File: config.mk
export PLATFORM = sky130hd
export DESIGN_NAME = bytesub_dual
export DESIGN_NICKNAME = d
export VERILOG_FILES = /design/src/rtl/bytesub_pkg.sv /design/src/rtl/bytesub_affine.sv /design/src/rtl/bytesub_inv.sv /design/src/rtl/bytesub_lane.sv /design/src/rtl/bytesub_dual.sv
export SDC_FILE = /design/constraint.sdc
export NUM_CORES = 2
export LEC_CHECK = 0
export BUFFER_PORTS_ARGS = -buffer_cell sky130_fd_sc_hd__buf_2
export CAP_MARGIN = 20
export CORE_ASPECT_RATIO = 1.1
export CORE_MARGIN = 5
export CORE_UTILIZATION = 55
export CTS_CLUSTER_DIAMETER = 100
export DETAILED_ROUTE_END_ITERATION = 8
export PLACE_DENSITY = 0.76
export SETUP_SLACK_MARGIN = 0.1
export SLEW_MARGIN = 10
export SYNTH_ARGS = -nofsm -noshare
export SYNTH_HDL_FRONTEND = slang
export SYNTH_SLANG_ARGS = --single-unit
File: constraint.sdc
create_clock -name clk -period 9.7 [get_ports clk]
set_clock_uncertainty 0.2 [all_clocks]
set_input_delay 0.485 -clock clk [delete_from_list [all_inputs] [get_ports clk]]
set_output_delay 0.485 -clock clk [all_outputs]
set_load 0.01 [all_outputs]
File: src/rtl/bytesub_pkg.sv
// Package: shared types and GF arithmetic for the byte substitution unit.
// Assumes tower GF(((2^2)^2)^2): GF(4) with x^2+x+1, GF(16) with z^2+z+PHI,
// GF(256) with y^2+y+LAMBDA. LAMBDA and the basis maps are derived by
// constant functions at elaboration, so no hand-entered matrix is needed.
package bytesub_pkg;

    typedef logic [7:0] byte_t;
    typedef logic [3:0] nib_t;
    typedef logic [1:0] duo_t;
    typedef logic [7:0][7:0] bitmat_t;  // entry i = image of input bit i

    localparam duo_t  PHI      = 2'b10;
    localparam byte_t AES_POLY = 8'h1B;  // x^8 + x^4 + x^3 + x + 1, low byte

    // GF(4) product, x^2 = x + 1
    function automatic duo_t gf4_mul(duo_t a, duo_t b);
        duo_t r;
        r[1] = (a[1] & b[1]) ^ (a[1] & b[0]) ^ (a[0] & b[1]);
        r[0] = (a[1] & b[1]) ^ (a[0] & b[0]);
        return r;
    endfunction

    // GF(4) square, which is also the inverse of a nonzero element
    function automatic duo_t gf4_sq(duo_t a);
        return {a[1], a[1] ^ a[0]};
    endfunction

    // GF(16) product over GF(4), z^2 = z + PHI
    function automatic nib_t gf16_mul(nib_t a, nib_t b);
        duo_t hg, hk, lg, lk;
        hg = gf4_mul(a[3:2], b[3:2]);
        hk = gf4_mul(a[3:2], b[1:0]);
        lg = gf4_mul(a[1:0], b[3:2]);
        lk = gf4_mul(a[1:0], b[1:0]);
        return {hg ^ hk ^ lg, gf4_mul(hg, PHI) ^ lk};
    endfunction

    // GF(16) square
    function automatic nib_t gf16_sq(nib_t a);
        return gf16_mul(a, a);
    endfunction

    // GF(16) inverse through a GF(4) norm; zero maps to zero
    function automatic nib_t gf16_inv(nib_t a);
        duo_t h, l, d, di;
        h  = a[3:2];
        l  = a[1:0];
        d  = gf4_mul(gf4_sq(h), PHI) ^ gf4_mul(h, l) ^ gf4_sq(l);
        di = gf4_sq(d);
        return {gf4_mul(h, di), gf4_mul(h ^ l, di)};
    endfunction

    // Smallest LAMBDA making y^2+y+LAMBDA irreducible over GF(16)
    function automatic nib_t find_lambda();
        for (int c = 1; c < 16; c++) begin
            logic has_root;
            has_root = 1'b0;
            for (int y = 0; y < 16; y++) begin
                if ((gf16_sq(y[3:0]) ^ y[3:0]) == c[3:0]) has_root = 1'b1;
            end
            if (!has_root) return c[3:0];
        end
        return 4'h0;
    endfunction

    // Product in the tower GF(256), y^2 = y + lam
    function automatic byte_t tower_mul(byte_t a, byte_t b, nib_t lam);
        nib_t hg, hk, lg, lk;
        hg = gf16_mul(a[7:4], b[7:4]);
        hk = gf16_mul(a[7:4], b[3:0]);
        lg = gf16_mul(a[3:0], b[7:4]);
        lk = gf16_mul(a[3:0], b[3:0]);
        return {hg ^ hk ^ lg, gf16_mul(hg, lam) ^ lk};
    endfunction

    // Tower element that is a root of the AES field polynomial
    function automatic byte_t find_root(nib_t lam);
        logic [8:0] poly;
        poly = {1'b1, AES_POLY};
        for (int c = 2; c < 256; c++) begin
            byte_t pw, acc;
            pw  = 8'h01;
            acc = 8'h00;
            for (int i = 0; i < 9; i++) begin
                if (poly[i]) acc = acc ^ pw;
                pw = tower_mul(pw, c[7:0], lam);
            end
            if (acc == 8'h00) return c[7:0];
        end
        return 8'h00;
    endfunction

    // Linear map over GF(2): XOR of the columns selected by the set bits
    function automatic byte_t apply_mat(bitmat_t m, byte_t a);
        byte_t r;
        r = 8'h00;
        for (int i = 0; i < 8; i++) begin
            if (a[i]) r = r ^ m[i];
        end
        return r;
    endfunction

    // AES basis to tower basis: bit i goes to root^i
    function automatic bitmat_t to_tower_mat(nib_t lam);
        bitmat_t m;
        byte_t   beta, pw;
        beta = find_root(lam);
        pw   = 8'h01;
        for (int i = 0; i < 8; i++) begin
            m[i] = pw;
            pw   = tower_mul(pw, beta, lam);
        end
        return m;
    endfunction

    // Tower basis back to AES basis, found by searching the forward map
    function automatic bitmat_t from_tower_mat(bitmat_t fwd);
        bitmat_t m;
        m = '0;
        for (int j = 0; j < 8; j++) begin
            for (int a = 0; a < 256; a++) begin
                if (apply_mat(fwd, a[7:0]) == byte_t'(1 << j)) m[j] = a[7:0];
            end
        end
        return m;
    endfunction

    // Rotate a byte left by n
    function automatic byte_t rotl8(byte_t b, int n);
        return byte_t'((b << n) | (b >> (8 - n)));
    endfunction

endpackage

File: src/rtl/bytesub_affine.sv
// Module: one affine stage of the substitution, forward or inverse.
// INVERSE = 0 gives the forward transform, 1 the inverse transform.
// Purely combinational; assumes nothing about its input.
module bytesub_affine
    import bytesub_pkg::*;
#(
    parameter bit INVERSE = 1'b0
) (
    input  logic [7:0] din,
    output logic [7:0] dout
);

    generate
        if (INVERSE) begin : g_inverse
            // inverse transform: three rotations plus constant 0x05
            always_comb begin
                dout = rotl8(din, 1) ^ rotl8(din, 3) ^ rotl8(din, 6) ^ 8'h05;
            end
        end else begin : g_forward
            // forward transform: identity, four rotations, constant 0x63
            always_comb begin
                dout = din ^ rotl8(din, 1) ^ rotl8(din, 2)
                     ^ rotl8(din, 3) ^ rotl8(din, 4) ^ 8'h63;
            end
        end
    endgenerate

endmodule

File: src/rtl/bytesub_inv.sv
// Module: GF(2^8) multiplicative inverse computed in a tower field.
// The stages are: map into GF((2^4)^2), invert through a GF(16) norm, map back.
// Zero maps to zero. Combinational; the maps are elaboration constants.
module bytesub_inv
    import bytesub_pkg::*;
(
    input  logic [7:0] din,
    output logic [7:0] dout
);

    localparam nib_t    LAMBDA     = find_lambda();
    localparam bitmat_t TO_TOWER   = to_tower_mat(LAMBDA);
    localparam bitmat_t FROM_TOWER = from_tower_mat(TO_TOWER);

    byte_t t_in;
    byte_t t_out;
    nib_t  hi, lo;
    nib_t  norm;
    nib_t  norm_inv;

    // stage 1: change of basis into the tower field
    always_comb begin
        t_in = apply_mat(TO_TOWER, din);
        hi   = t_in[7:4];
        lo   = t_in[3:0];
    end

    // stage 2a: norm hi^2*LAMBDA + hi*lo + lo^2 and its GF(16) inverse
    always_comb begin
        norm     = gf16_mul(gf16_sq(hi), LAMBDA) ^ gf16_mul(hi, lo) ^ gf16_sq(lo);
        norm_inv = gf16_inv(norm);
    end

    // stage 2b: inverse halves, hi*N^-1 and (hi+lo)*N^-1
    always_comb begin
        t_out = {gf16_mul(hi, norm_inv), gf16_mul(hi ^ lo, norm_inv)};
    end

    // stage 3: change of basis back to the AES field
    always_comb begin
        dout = apply_mat(FROM_TOWER, t_out);
    end

endmodule

File: src/rtl/bytesub_lane.sv
// Module: one byte lane. The shared inverter has the inverse affine stage
// in front of it for decryption and the forward affine stage behind it
// for encryption. Combinational.
module bytesub_lane (
    input  logic       dec,
    input  logic [7:0] din,
    output logic [7:0] dout
);

    logic [7:0] pre_aff;   // inverse affine of the input
    logic [7:0] inv_in;
    logic [7:0] inv_out;
    logic [7:0] post_aff;  // forward affine of the inverse

    bytesub_affine #(.INVERSE(1'b1)) u_pre (
        .din  (din),
        .dout (pre_aff)
    );

    // route input: inverse affine comes first only when decrypting
    always_comb begin
        inv_in = dec ? pre_aff : din;
    end

    bytesub_inv u_inv (
        .din  (inv_in),
        .dout (inv_out)
    );

    bytesub_affine #(.INVERSE(1'b0)) u_post (
        .din  (inv_out),
        .dout (post_aff)
    );

    // route output: forward affine comes last only when encrypting
    always_comb begin
        dout = dec ? inv_out : post_aff;
    end

endmodule

File: src/rtl/bytesub_dual.sv
// Module: top of the shared forward/inverse byte substitution unit.
// NUM_BYTES identical lanes work in parallel on the state. One output
// register stage: out_valid is in_valid delayed by one clock, and the data
// register loads only on valid. Synchronous active-low reset.
module bytesub_dual #(
    parameter int NUM_BYTES = 16,
    localparam int STATE_W  = 8 * NUM_BYTES
) (
    input  logic               clk,
    input  logic               rst_n,
    input  logic               in_valid,
    input  logic               in_dec,
    input  logic [STATE_W-1:0] in_state,
    output logic               out_valid,
    output logic [STATE_W-1:0] out_state
);

    logic [STATE_W-1:0] sub_state;

    generate
        for (genvar k = 0; k < NUM_BYTES; k++) begin : g_lane
            bytesub_lane u_lane (
                .dec  (in_dec),
                .din  (in_state[8*k +: 8]),
                .dout (sub_state[8*k +: 8])
            );
        end
    endgenerate

    // output register: capture substituted state on valid, track strobe
    always_ff @(posedge clk) begin
        if (!rst_n) begin
            out_valid <= 1'b0;
            out_state <= '0;
        end else begin
            out_valid <= in_valid;
            if (in_valid) out_state <= sub_state;
        end
    end

endmodule

==> flow_metrics.env <==
export IMPL_die_area_um2=84500
export IMPL_drc=0
export IMPL_finalInstanceArea_um2=45400
export IMPL_cts_resized=0
export IMPL_grt_pass1_vias=36400
export IMPL_cts_sinks=129
export IMPL_async_reset_ff_frac=0
export IMPL_cts_setup_buffers=0
export IMPL_antenna_found_initial=11
export IMPL_grt_max_degree=55
export IMPL_synth_seq_cells=129
export IMPL_netlist_area_um2=43300
export IMPL_wl_met2_mm=55.4
export IMPL_multi_input_area_um2=38400
export IMPL_synthTopCellsByArea="xnor2_1 16%, xor2_1 6.5%, dfxtp_1 6.0%"
export IMPL_critPathTopFamily="XOR/XNOR gates"
export IMPL_die_x_um=278
export IMPL_max_cap_viol_count=0
export IMPL_routed_via_density=6.03
export IMPL_synth_edf_count=0
export IMPL_h_tree_depth=4
export IMPL_synth_cells=5450
export IMPL_finalSetupTns_ps=0
export IMPL_grt_usage=0.257
export IMPL_start_util=0.552
export IMPL_num_rows=108
export IMPL_tritoncts="done"
export IMPL_cp_common_cell="xnor2_1"
export IMPL_grt_overflow=0
export IMPL_clock_fmax_mhz=117
export IMPL_synthFlopType="dfxtp_1"
export IMPL_worst_path_max_fanout=43
export IMPL_gp_congestion=0.912
export IMPL_cts_made_buffers=17
export IMPL_maxSlewViolCount=0
export IMPL_fin_nets=5664
export IMPL_cp_slowest_cell="xnor2_1"
export IMPL_start_kind="input pin"
export IMPL_synth_seq_area_share=0.0596
export IMPL_outcome="finished, final reports clean"
export IMPL_synth_top_cell_area_share=0.157
export IMPL_drtIter0Drc=3169
export IMPL_cp_end_kind="register"
export IMPL_grt_pass1_wl_mm=187
export IMPL_avgSynthCellArea_um2=7.95
export IMPL_yosysTopAreaCell="xnor2_1"
export IMPL_syn2layout_area_growth_pct=4.86
export IMPL_rsz0062_at_grt="false"
export IMPL_synth_fp_nets=5662
export IMPL_hpwl_mm=88.5
export IMPL_ys_types=127
export IMPL_ctsRootBufferMaster="clkbuf_16"
export IMPL_postPlaceCellArea_um2=44800
export IMPL_crit_type="in2reg"
export IMPL_core_area_um2=78500
export IMPL_slowest_delay_ps=660
export IMPL_antenna_left=0
export IMPL_nFillCells=7169
export IMPL_finalSetupViolations=0
export IMPL_wl_met3_mm=7.02
export IMPL_fin_crit_ps=8510
export IMPL_path_clk_slew_ps=70
export IMPL_period_share=0.877
export IMPL_wl_per_cell_um=17.7
export IMPL_worst_pin_slew_ps=1100
export IMPL_max_clock_path_buffers=2
export IMPL_critPathBufInv=5
export IMPL_wl_mm=116
export IMPL_yosys_warnings=0
export IMPL_worst_skew_pair_late_latency_ps=440
export IMPL_regArea_um2=2580
export IMPL_drive_above_1_share=0.142
export IMPL_die_h_um=304
export IMPL_top_layer="met5"
export IMPL_hp_class="reg2reg"
export IMPL_vias=39300
export IMPL_arrival_ps=8660
export IMPL_drt_first_pass_iters=6
export IMPL_portBuffers=260
export IMPL_cts_hold_buffers=0
export IMPL_hold_violations=0
export IMPL_wl_met1_mm=50.2
export IMPL_cp_required_ps=9850
export IMPL_boundaryPins=261
export IMPL_relSlewSlack=0.264
[through the flow]
| stage | instances | hold slack (ps) | worst slack [ps] | util |
|---|---|---|---|---|
| finish | 6517 | 243 | 1190 | 0.579 |
| global route | 6516 | 257 | 613 | 0.579 |
| CTS | 6510 | 246 | 1270 | 0.579 |
| detailed placement | 6478 | 233 | 825 | 0.571 |
| global placement | 6478 | 228 | 958 | 0.571 |
| floorplan | 5450 | 267 | 1960 | - |
[logic make-up after synthesis]
| group | after synthesis | synth area share |
|---|---|---|
| xor+xnor | 1441 | 0.387 |
| simple gates | 1556 | 0.169 |
| flops | 129 | 0.0596 |
| mux | 342 | 0.0906 |
| compound gates | 1363 | 0.211 |
| buf+inv | 523 | 0.0559 |
| fa+ha+maj | 96 | 0.0268 |
[routing by layer]
metal / global-route usage / up-vias
li1: - / 19400
met3: 0.0331 / 146
met1: 0.337 / 18500
met2: 0.445 / 1215
met5: 0 / -
met4: 0.0707 / 4
[layout by cell type, fill, tap and decap left out, types with 80 or more instances in the layout]
| master | instances |
|---|---|
| nor3_1 | 114 |
| ha_1 | 80 |
| inv_1 | 115 |
| nand3_1 | 112 |
| dfxtp_1 | 129 |
| xor2_1 | 320 |
| buf_4 | 83 |
| nor2_1 | 490 |
| buf_2 | 258 |
| o21ai_0 | 276 |
| a21oi_1 | 313 |
| mux2i_1 | 226 |
| xnor3_1 | 114 |
| xnor2_1 | 777 |
| nand2_1 | 446 |
| xor3_1 | 103 |
| xnor2_2 | 85 |
[Yosys cell counts (25+ instances only)]
cell type and count:
o21ai_1 76, a21oi_1 313, o21ai_0 276, xor2_2 33, xnor3_1 114, mux2i_1 226
o211ai_1 64, nand3_1 112, nand2b_1 45, buf_2 88, a211oi_1 79, nor4_1 25
nand4_1 27, and3_1 29, nand2_1 447, xnor2_2 85, inv_1 117, o22ai_1 66
mux2i_2 33, and2_1 56, inv_2 38, or3_1 32, a211o_1 30, a22oi_1 59
xor3_1 103, nor3_1 114, xor2_1 320, ha_1 80, mux2_2 56, a21o_1 41
dfxtp_1 129, a31oi_1 36, nor2b_1 40, clkbuf_1 212, nor2_1 492, xnor2_1 777
[worst reg2reg max path, stage by stage (launching register included)]
cell	delay, ps
dfxtp_1	380
a221oi_1	300
nor2_1	60
[sequential cells by signal, summed over array words and instances (netlist names)]
name,cells
out_state,128
out_valid,1
[final cells by class]
type,count,share of cell area
clock inverter,14,0.00394
sequential,129,0.0568
timing repair buffer,344,0.0433
clock buffer,18,0.00944
inverter,162,0.0134
antenna,7,0.000385
multi-input combinational,4798,0.844
tap,1045,0.0288
[worst paths after layout]
kind / slack, ps / cells past startpoint / to / from
worst max-delay path: 1190 / 28 / out_state[55]$_SDFFE_PN0P_ / in_dec
worst min-delay path: 240 / 2 / out_state[92]$_SDFFE_PN0P_ / out_state[92]$_SDFFE_PN0P_
worst max register to register: 8620 / 2 / out_state[115]$_SDFFE_PN0P_ / out_state[115]$_SDFFE_PN0P_
worst min register to register: 240 / 2 / out_state[92]$_SDFFE_PN0P_ / out_state[92]$_SDFFE_PN0P_
Power is left out: the tool's default activity adds up to more than one toggle a clock period on the data nets, which glitch-free logic cannot reach.
